## config.mk

```make
export PLATFORM = sky130hd
export DESIGN_NAME = intcode_conv
export DESIGN_NICKNAME = d
export VERILOG_FILES = /design/src/rtl/intcode_pkg.sv /design/src/rtl/intcode_decode.sv /design/src/rtl/intcode_encode.sv /design/src/rtl/intcode_conv.sv
export SDC_FILE = /design/constraint.sdc
export NUM_CORES = 1
export LEC_CHECK = 0
export ABC_CLOCK_PERIOD_IN_PS = 4450
export BUFFER_PORTS_ARGS = -buffer_cell sky130_fd_sc_hd__buf_4
export CAP_MARGIN = 20
export CORE_MARGIN = 2
export CORE_UTILIZATION = 50
export CTS_CLUSTER_SIZE = 24
export DETAILED_ROUTE_END_ITERATION = 6
export PLACE_DENSITY = 0.74
export SYNTH_ARGS = -nofsm -noshare
export SYNTH_HDL_FRONTEND = slang
export SYNTH_SLANG_ARGS = --single-unit
```

## constraint.sdc

```tcl
create_clock -name clk -period 4.45 [get_ports clk]
set_input_delay 0.6675 -clock clk [delete_from_list [all_inputs] [get_ports clk]]
set_output_delay 0.6675 -clock clk [all_outputs]
set_load 0.005 [all_outputs]
```

## src/rtl/intcode_pkg.sv

```systemverilog
// Package intcode_pkg
// Shared encoding type for the signed-integer format converter.
// Assumes the format code is two bits wide and that its encoding is fixed.
package intcode_pkg;
    typedef enum logic [1:0] {
        FMT_SIGNMAG = 2'b00,
        FMT_ONESC   = 2'b01,
        FMT_TWOSC   = 2'b10,
        FMT_EXCESS  = 2'b11
    } num_fmt_t;
endpackage

```

## src/rtl/intcode_decode.sv

```systemverilog
// Module intcode_decode
// Turns a word in any of the four signed encodings into its two's-complement value.
// It also flags the negative-zero patterns of sign-magnitude and one's complement.
// Assumes W >= 2. Purely combinational.
module intcode_decode
    import intcode_pkg::*;
#(
    parameter int W = 8
) (
    input  logic [W-1:0] enc_in,
    input  num_fmt_t     fmt,
    output logic [W-1:0] tc_val,
    output logic         neg_zero
);
    localparam int          MAG_W = W - 1;
    localparam logic [W-1:0] ONE  = W'(1);

    logic [W-1:0] mag_ext;

    // Widen the sign-magnitude magnitude field to a full word.
    assign mag_ext = {1'b0, enc_in[MAG_W-1:0]};

    // Pick the decoding rule for the source format.
    always_comb begin
        tc_val   = enc_in;
        neg_zero = 1'b0;
        unique case (fmt)
            FMT_SIGNMAG: begin
                tc_val   = enc_in[W-1] ? (~mag_ext + ONE) : mag_ext;
                neg_zero = enc_in[W-1] && (enc_in[MAG_W-1:0] == '0);
            end
            FMT_ONESC: begin
                tc_val   = enc_in[W-1] ? (enc_in + ONE) : enc_in;
                neg_zero = &enc_in;
            end
            FMT_TWOSC: begin
                tc_val = enc_in;
            end
            FMT_EXCESS: begin
                tc_val = {~enc_in[W-1], enc_in[W-2:0]};
            end
            default: tc_val = enc_in;
        endcase
    end

    // a negative zero must decode to the value zero.
    always_comb begin
        if (neg_zero) begin
            assert_negzero_value_R8: assert (tc_val == '0);
        end
    end
endmodule

```

## src/rtl/intcode_encode.sv

```systemverilog
// Module intcode_encode
// Encodes a two's-complement value into the selected destination format.
// The most negative value cannot be written in sign-magnitude or one's complement.
// In those formats it is saturated to the largest negative magnitude and flagged.
// Assumes W >= 2. Purely combinational.
module intcode_encode
    import intcode_pkg::*;
#(
    parameter int W = 8
) (
    input  logic [W-1:0] tc_val,
    input  num_fmt_t     fmt,
    output logic [W-1:0] enc_out,
    output logic         unrep
);
    localparam logic [W-1:0] MIN_VAL = {1'b1, {(W-1){1'b0}}};
    localparam logic [W-1:0] ONE     = W'(1);

    logic         is_min;
    logic         is_neg;
    logic [W-1:0] abs_val;

    // Classify the value and form its magnitude.
    always_comb begin
        is_min  = (tc_val == MIN_VAL);
        is_neg  = tc_val[W-1];
        abs_val = ~tc_val + ONE;
    end

    // Apply the encoding rule of the destination format.
    always_comb begin
        enc_out = tc_val;
        unrep   = 1'b0;
        unique case (fmt)
            FMT_SIGNMAG: begin
                if (is_min) begin
                    enc_out = '1;
                    unrep   = 1'b1;
                end else if (is_neg) begin
                    enc_out = {1'b1, abs_val[W-2:0]};
                end
            end
            FMT_ONESC: begin
                if (is_min) begin
                    enc_out = MIN_VAL;
                    unrep   = 1'b1;
                end else if (is_neg) begin
                    enc_out = tc_val - ONE;
                end
            end
            FMT_TWOSC:  enc_out = tc_val;
            FMT_EXCESS: enc_out = {~tc_val[W-1], tc_val[W-2:0]};
            default:    enc_out = tc_val;
        endcase
    end
endmodule

```

## src/rtl/intcode_conv.sv

```systemverilog
// Module intcode_conv (top)
// Registered signed-integer format converter: decode to two's complement, then encode.
// Result, flags and valid are due one clock after the inputs are sampled.
// Assumes a synchronous active-low reset and 2 <= W <= 32.
module intcode_conv
    import intcode_pkg::*;
#(
    parameter int W = 8
) (
    input  logic         clk,
    input  logic         rst_n,
    input  logic         in_valid,
    input  logic [W-1:0] in_data,
    input  logic [1:0]   src_fmt,
    input  logic [1:0]   dst_fmt,
    output logic         out_valid,
    output logic [W-1:0] out_data,
    output logic         out_unrep,
    output logic         out_negzero
);
    localparam logic [W-1:0] MIN_VAL = {1'b1, {(W-1){1'b0}}};

    num_fmt_t     src_e;
    num_fmt_t     dst_e;
    logic [W-1:0] mid_val;
    logic         mid_nz;
    logic [W-1:0] enc_word;
    logic         enc_unrep;

    // Map the raw format codes onto the shared type.
    assign src_e = num_fmt_t'(src_fmt);
    assign dst_e = num_fmt_t'(dst_fmt);

    intcode_decode #(.W(W)) u_dec (
        .enc_in   (in_data),
        .fmt      (src_e),
        .tc_val   (mid_val),
        .neg_zero (mid_nz)
    );

    intcode_encode #(.W(W)) u_enc (
        .tc_val  (mid_val),
        .fmt     (dst_e),
        .enc_out (enc_word),
        .unrep   (enc_unrep)
    );

    // Output stage: clear on reset, load data on valid, qualify flags with valid.
    always_ff @(posedge clk) begin
        if (!rst_n) begin
            out_valid   <= 1'b0;
            out_data    <= '0;
            out_unrep   <= 1'b0;
            out_negzero <= 1'b0;
        end else begin
            out_valid   <= in_valid;
            out_unrep   <= in_valid & enc_unrep;
            out_negzero <= in_valid & mid_nz;
            if (in_valid) begin
                out_data <= enc_word;
            end
        end
    end

    assert_valid_rise_R9: assert property (@(posedge clk) disable iff (!rst_n)
        in_valid |=> out_valid);

    assert_valid_low_R9: assert property (@(posedge clk) disable iff (!rst_n)
        !in_valid |=> !out_valid);

    assert_hold_data_R11: assert property (@(posedge clk) disable iff (!rst_n)
        !in_valid |=> $stable(out_data));

    assert_flags_qualified_R11: assert property (@(posedge clk) disable iff (!rst_n)
        (out_unrep || out_negzero) |-> out_valid);

    assert_saturate_sm_R6: assert property (@(posedge clk) disable iff (!rst_n)
        (in_valid && src_fmt == 2'b10 && in_data == MIN_VAL && dst_fmt == 2'b00)
        |=> (out_unrep && out_data == '1));

    assert_exact_min_R7: assert property (@(posedge clk) disable iff (!rst_n)
        (in_valid && dst_fmt[1]) |=> !out_unrep);

    assert_negzero_flag_R8: assert property (@(posedge clk) disable iff (!rst_n)
        (in_valid && src_fmt == 2'b01 && in_data == '1) |=> out_negzero);
endmodule

```

Yosys cells after proc, flatten, opt, wreduce, memory -nomap -nowiden:

Index checks and enable logic that the tools add are counted.

* flip-flop bits (word level): 11
* input bits: 15
* output and inout bits: 11
* logic and storage cells: 38

* add/sub/neg operators: 4
* equality and inequality tests: 7
* mux-type cells: 11
* bitwise gates (word level): 6
* reduce and logical (&&, ||, !) cells: 6

Operators with widths (count)
* $pmux 8 s4: 2
* $mux 8: 6
* $add 8x1->8 const B: 2
* $eq 2x2->1 const B: 4
* $eq 8x8->1 const B: 1
* $not 7->8: 1
* $reduce_and 8->1: 1
* $sub 8x1->8 const B: 1
* $add 7x1->7 const B: 1
* $logic_not 7->1: 1
* $not 7->7: 1
* $eq 2x1->1 const B: 2
* $logic_not 2->1: 2
* $and 1x1->1: 2
* $mux 1: 2
* $not 1->1: 2
* $pmux 1 s2: 1
* $reduce_or 2->1: 1
* $logic_and 1x1->1: 1

Logic depth before layout (Yosys ltp):

* depth after elaboration: 9
* mapped depth: 10
* gate-level depth less buffers: 9

By module:

A second synthesis with hierarchy kept.

* cells, all modules: 136
* area total of the unflattened synthesis: 1059.8 um^2

By module, submodules not included
* intcode_conv: times used 1, cells an instance 32, area each 387.9 um^2
* intcode_encode: times used 1, cells an instance 56, area each 382.9 um^2
* intcode_decode: times used 1, cells an instance 48, area each 289.0 um^2

Worst setup path after synthesis:

OpenSTA, ideal clock, no wires.

* kind: input port to flip-flop
* from: input in_data[0]
* to: register out_data[5]
* arrival time: 2523 ps
* path slack: 1853 ps
* stages on the path: 10
* buffers on the path: 1
* path through: buf_2 > inv_1 > ha_1 > nor3b_1 > a2111oi_4 > xnor2_1 > and4_4 > nand2_2 > a311o_1 > a31oi_1

* cells in the longest elaborated chain, start to end: 9
* elaborated cells between the ends (all ways): 15

Ends and longest elaborated chain
* start: declaration: line intcode_conv.sv:13 `input logic [W-1:0] in_data,`
* $not 7->8: line intcode_decode.sv:29 `tc_val = enc_in[W-1] ? (~mag_ext + ONE) : mag_ext;`
* $add 8x1->8: line intcode_decode.sv:29
* $mux 8: line intcode_decode.sv:29
* $pmux 8 s4 (*): line intcode_decode.sv:27 `unique case (fmt)`
* $not 7->7: line intcode_encode.sv:27 `abs_val = ~tc_val + ONE;`
* $add 7x1->7: line intcode_encode.sv:27
* $mux 8: line intcode_encode.sv:39 `end else if (is_neg) begin`
* $mux 8: line intcode_encode.sv:36 `if (is_min) begin`
* $pmux 8 s4 (*): line intcode_encode.sv:34 `unique case (fmt)`
* end signal: assignment: line intcode_conv.sv:60 `out_data <= enc_word;`
* end: declaration: line intcode_conv.sv:17 `output logic [W-1:0] out_data,`

Every way passes the cells marked *; elsewhere a longest branch is shown, timed or not.
A chain may end at the register's enable or synchronous reset.

Worst setup path after layout:

* from: input in_data[1]
* to: register out_data[5]

Same word-level chain as after synthesis.

==> qor.csv <==
metric,value,unit
die area,0.00298,mm^2
FF-to-FF path depth,2,
drt wl/cell,15.3,um
Area after DPL,0.00145,mm^2
hold crit path type,flip-flop to flip-flop,
P per Cell Area,208,mW/mm^2
Via-to-Cell Ratio,6.46,
initial DRC count,47,
std cell rows,18,
"Clk pin slew, worst setup/hold paths",80,ps
crit path DAT,2790,ps
"Top FF cell, synth",dfxtp_1,
layout cell share with drive strength beyond 1,0.235,
maximum VDD drop,0.000145,V
RSZ-0062 raised after global routing,no,
Critical Path End Type,flip-flop,
initial antenna violation count,0,
Worst setup SP type,primary input,
Synth top area share,0.172,
vias after detailed routing,1402,
Syn. warnings,0,
Max Freq,388,MHz
slew margin rel.,0.482,
share of the yosys chip area belonging to registers,0.172,
root buffer cell,clkbuf_4,
syn nets,185,
postcts setup bufs,0,
DIE HEIGHT,54.6,um
actual slew at the worst max-slew pin,775,ps
Core Box Area,0.00245,mm^2
critical path type,primary input to flip-flop,
skew final,0,ps
largest net degree at the start of global routing,21,
Placer Congestion,0.904,
Final Cycle Share,0.580,
total track usage,0.251,
Resized Gates After CTS,0,
Syn Area/Cell,7.66,um^2
First-pass DRT Iterations,5,
final-stage net count,206,
Critical Path RT,4660,ps
PortBufs,25,
Post-Syn Area,0.00128,mm^2
Num CTS Buffers,3,
Setup Viol. Count Final,0,
Max Root-Sink Buffers,2,
"EDFF count, synth",0,
Clock Sinks,11,
async set or reset register ratio after synthesis,0,
Tmin final,2580,ps
CP max FO,6,
Clock Latency Late Sink,270,ps
GR Overflow Total,0,
Netlist cell types,58,
Final ANT Viol Nets,0,
final non-filler cell area,0.00148,mm^2
largest cells by area after synthesis,"dfxtp_1, a31oi_1, nor2_1",
#FFs+latches synth,11,
Reg2Reg Setup Slack,3760,ps
CTS Hold Bufs,0,
leakage,0.615,nW
setup TNS,0,ps
first-pass GRT wire length,5.47,mm
DRC viols,0,
"Slew Viols, Final",0,
TritonCTS clock tree,done,
number of global-route vias before repair,1240,
antenna cells,0,
Fin. Hold Viols,0,
H-tree depth,1,
hold path cells,2,
num ports,26,
Post-Route WL,3.33,mm
dpl hpwl,2.57,mm
leading area contributor after synthesis,dfxtp_1,
post-synthesis cell count,167,
Die Wd,54.6,um
Initial Util,0.521,
status,"complete, no violations",
Area Overhead vs Synth,15.2,%
total power,0.306,mW
max-cap viol count,0,
metal layers:
layer | track usage | vias to the layer above | routed length [um]
met4 | 0.108 | 0 | 60
met5 | 0 | - | 0
li1 | - | 685 | -
met1 | 0.295 | 634 | 1380
met3 | 0.0328 | 7 | 185
met2 | 0.448 | 76 | 1710
power breakdown:
part / leakage, nW / internal (mW) / switching, mW
clock network: 0.0150 / 0.0347 / 0.0379
logic: 0.509 / 0.0535 / 0.0717
registers: 0.0908 / 0.105 / 0.00327
per-stage QoR:
step | setup WS [ps] | utilization | instances | hold slack, ps
after detailed placement | 1650 | 0.590 | 213 | 456
after global placement | 1700 | 0.590 | 213 | 445
after CTS | 1930 | 0.601 | 217 | 468
after floorplan | 1850 | - | 167 | 451
after global routing | 1740 | 0.601 | 217 | 489
final | 1870 | 0.601 | 217 | 467
registers in the layout (all words and copies together) (netlist names):
register / cells
out_data: 8
out_negzero: 1
out_unrep: 1
out_valid: 1
synthesized netlist by cell type, types with 2 or more instances:
cell type  instances
nor2_1            13
dfxtp_1           11
nand2_1           11
a31oi_1            9
a21oi_1            8
inv_1              8
o21ai_0            8
nand2b_1           5
nand4_1            5
xnor2_1            5
and3_1             4
nand3_1            4
o211ai_1           4
a211oi_1           3
buf_2              3
clkbuf_1           3
ha_1               3
nor3_1             3
nor4_1             3
o221ai_1           3
a211o_1            2
a21boi_0           2
a21o_1             2
a311o_1            2
and2_1             2
and4_4             2
buf_6              2
nor3_2             2
nor3b_1            2
o211a_1            2
o21bai_1           2
o22ai_1            2
xor2_1             2
worst max-delay path: stages:
cell	delay [ps]
buf_4	130
inv_1	130
ha_1	240
nor3b_1	350
a2111oi_4	70
xnor2_1	350
and4_4	320
nand2_2	110
a311o_1	300
a31oi_1	120
layout by cell type, fill, tap and decap left out, types with 4 or more instances in the layout:
cell type   n
o211ai_1    4
and3_1      4
xnor2_1     5
inv_1       8
buf_4      25
nand2b_1    5
nor2_1     13
o21ai_0     8
dfxtp_1    11
a31oi_1     9
a21oi_1     8
nand4_1     5
nand3_1     4
nand2_1    11
cells by family after synthesis:
family | after synthesis | synth area share
flops | 11 | 0.172
xor+xnor | 8 | 0.0606
fa+ha+maj | 3 | 0.0293
simple gates | 65 | 0.295
compound gates | 62 | 0.368
buf+inv | 17 | 0.0674
mux | 1 | 0.00782
final timing paths:
| kind | startpoint | to |
|---|---|---|
| hold reg to reg | out_data[3] | out_data[3] |
| setup / recovery | in_data[1] | out_data[5] |
| hold / removal | out_data[3] | out_data[3] |
| setup reg to reg | out_data[1] | out_data[1] |
final cells by class:
| type | count | area, um^2 |
|---|---|---|
| multi-input combinational | 139 | 973 |
| fill | 238 | 980 |
| timing repair buffer | 25 | 188 |
| sequential | 11 | 220 |
| tap | 30 | 37.5 |
| clock buffer | 4 | 26.3 |
| inverter | 8 | 30.0 |
(Power assumes the default switching activity.)
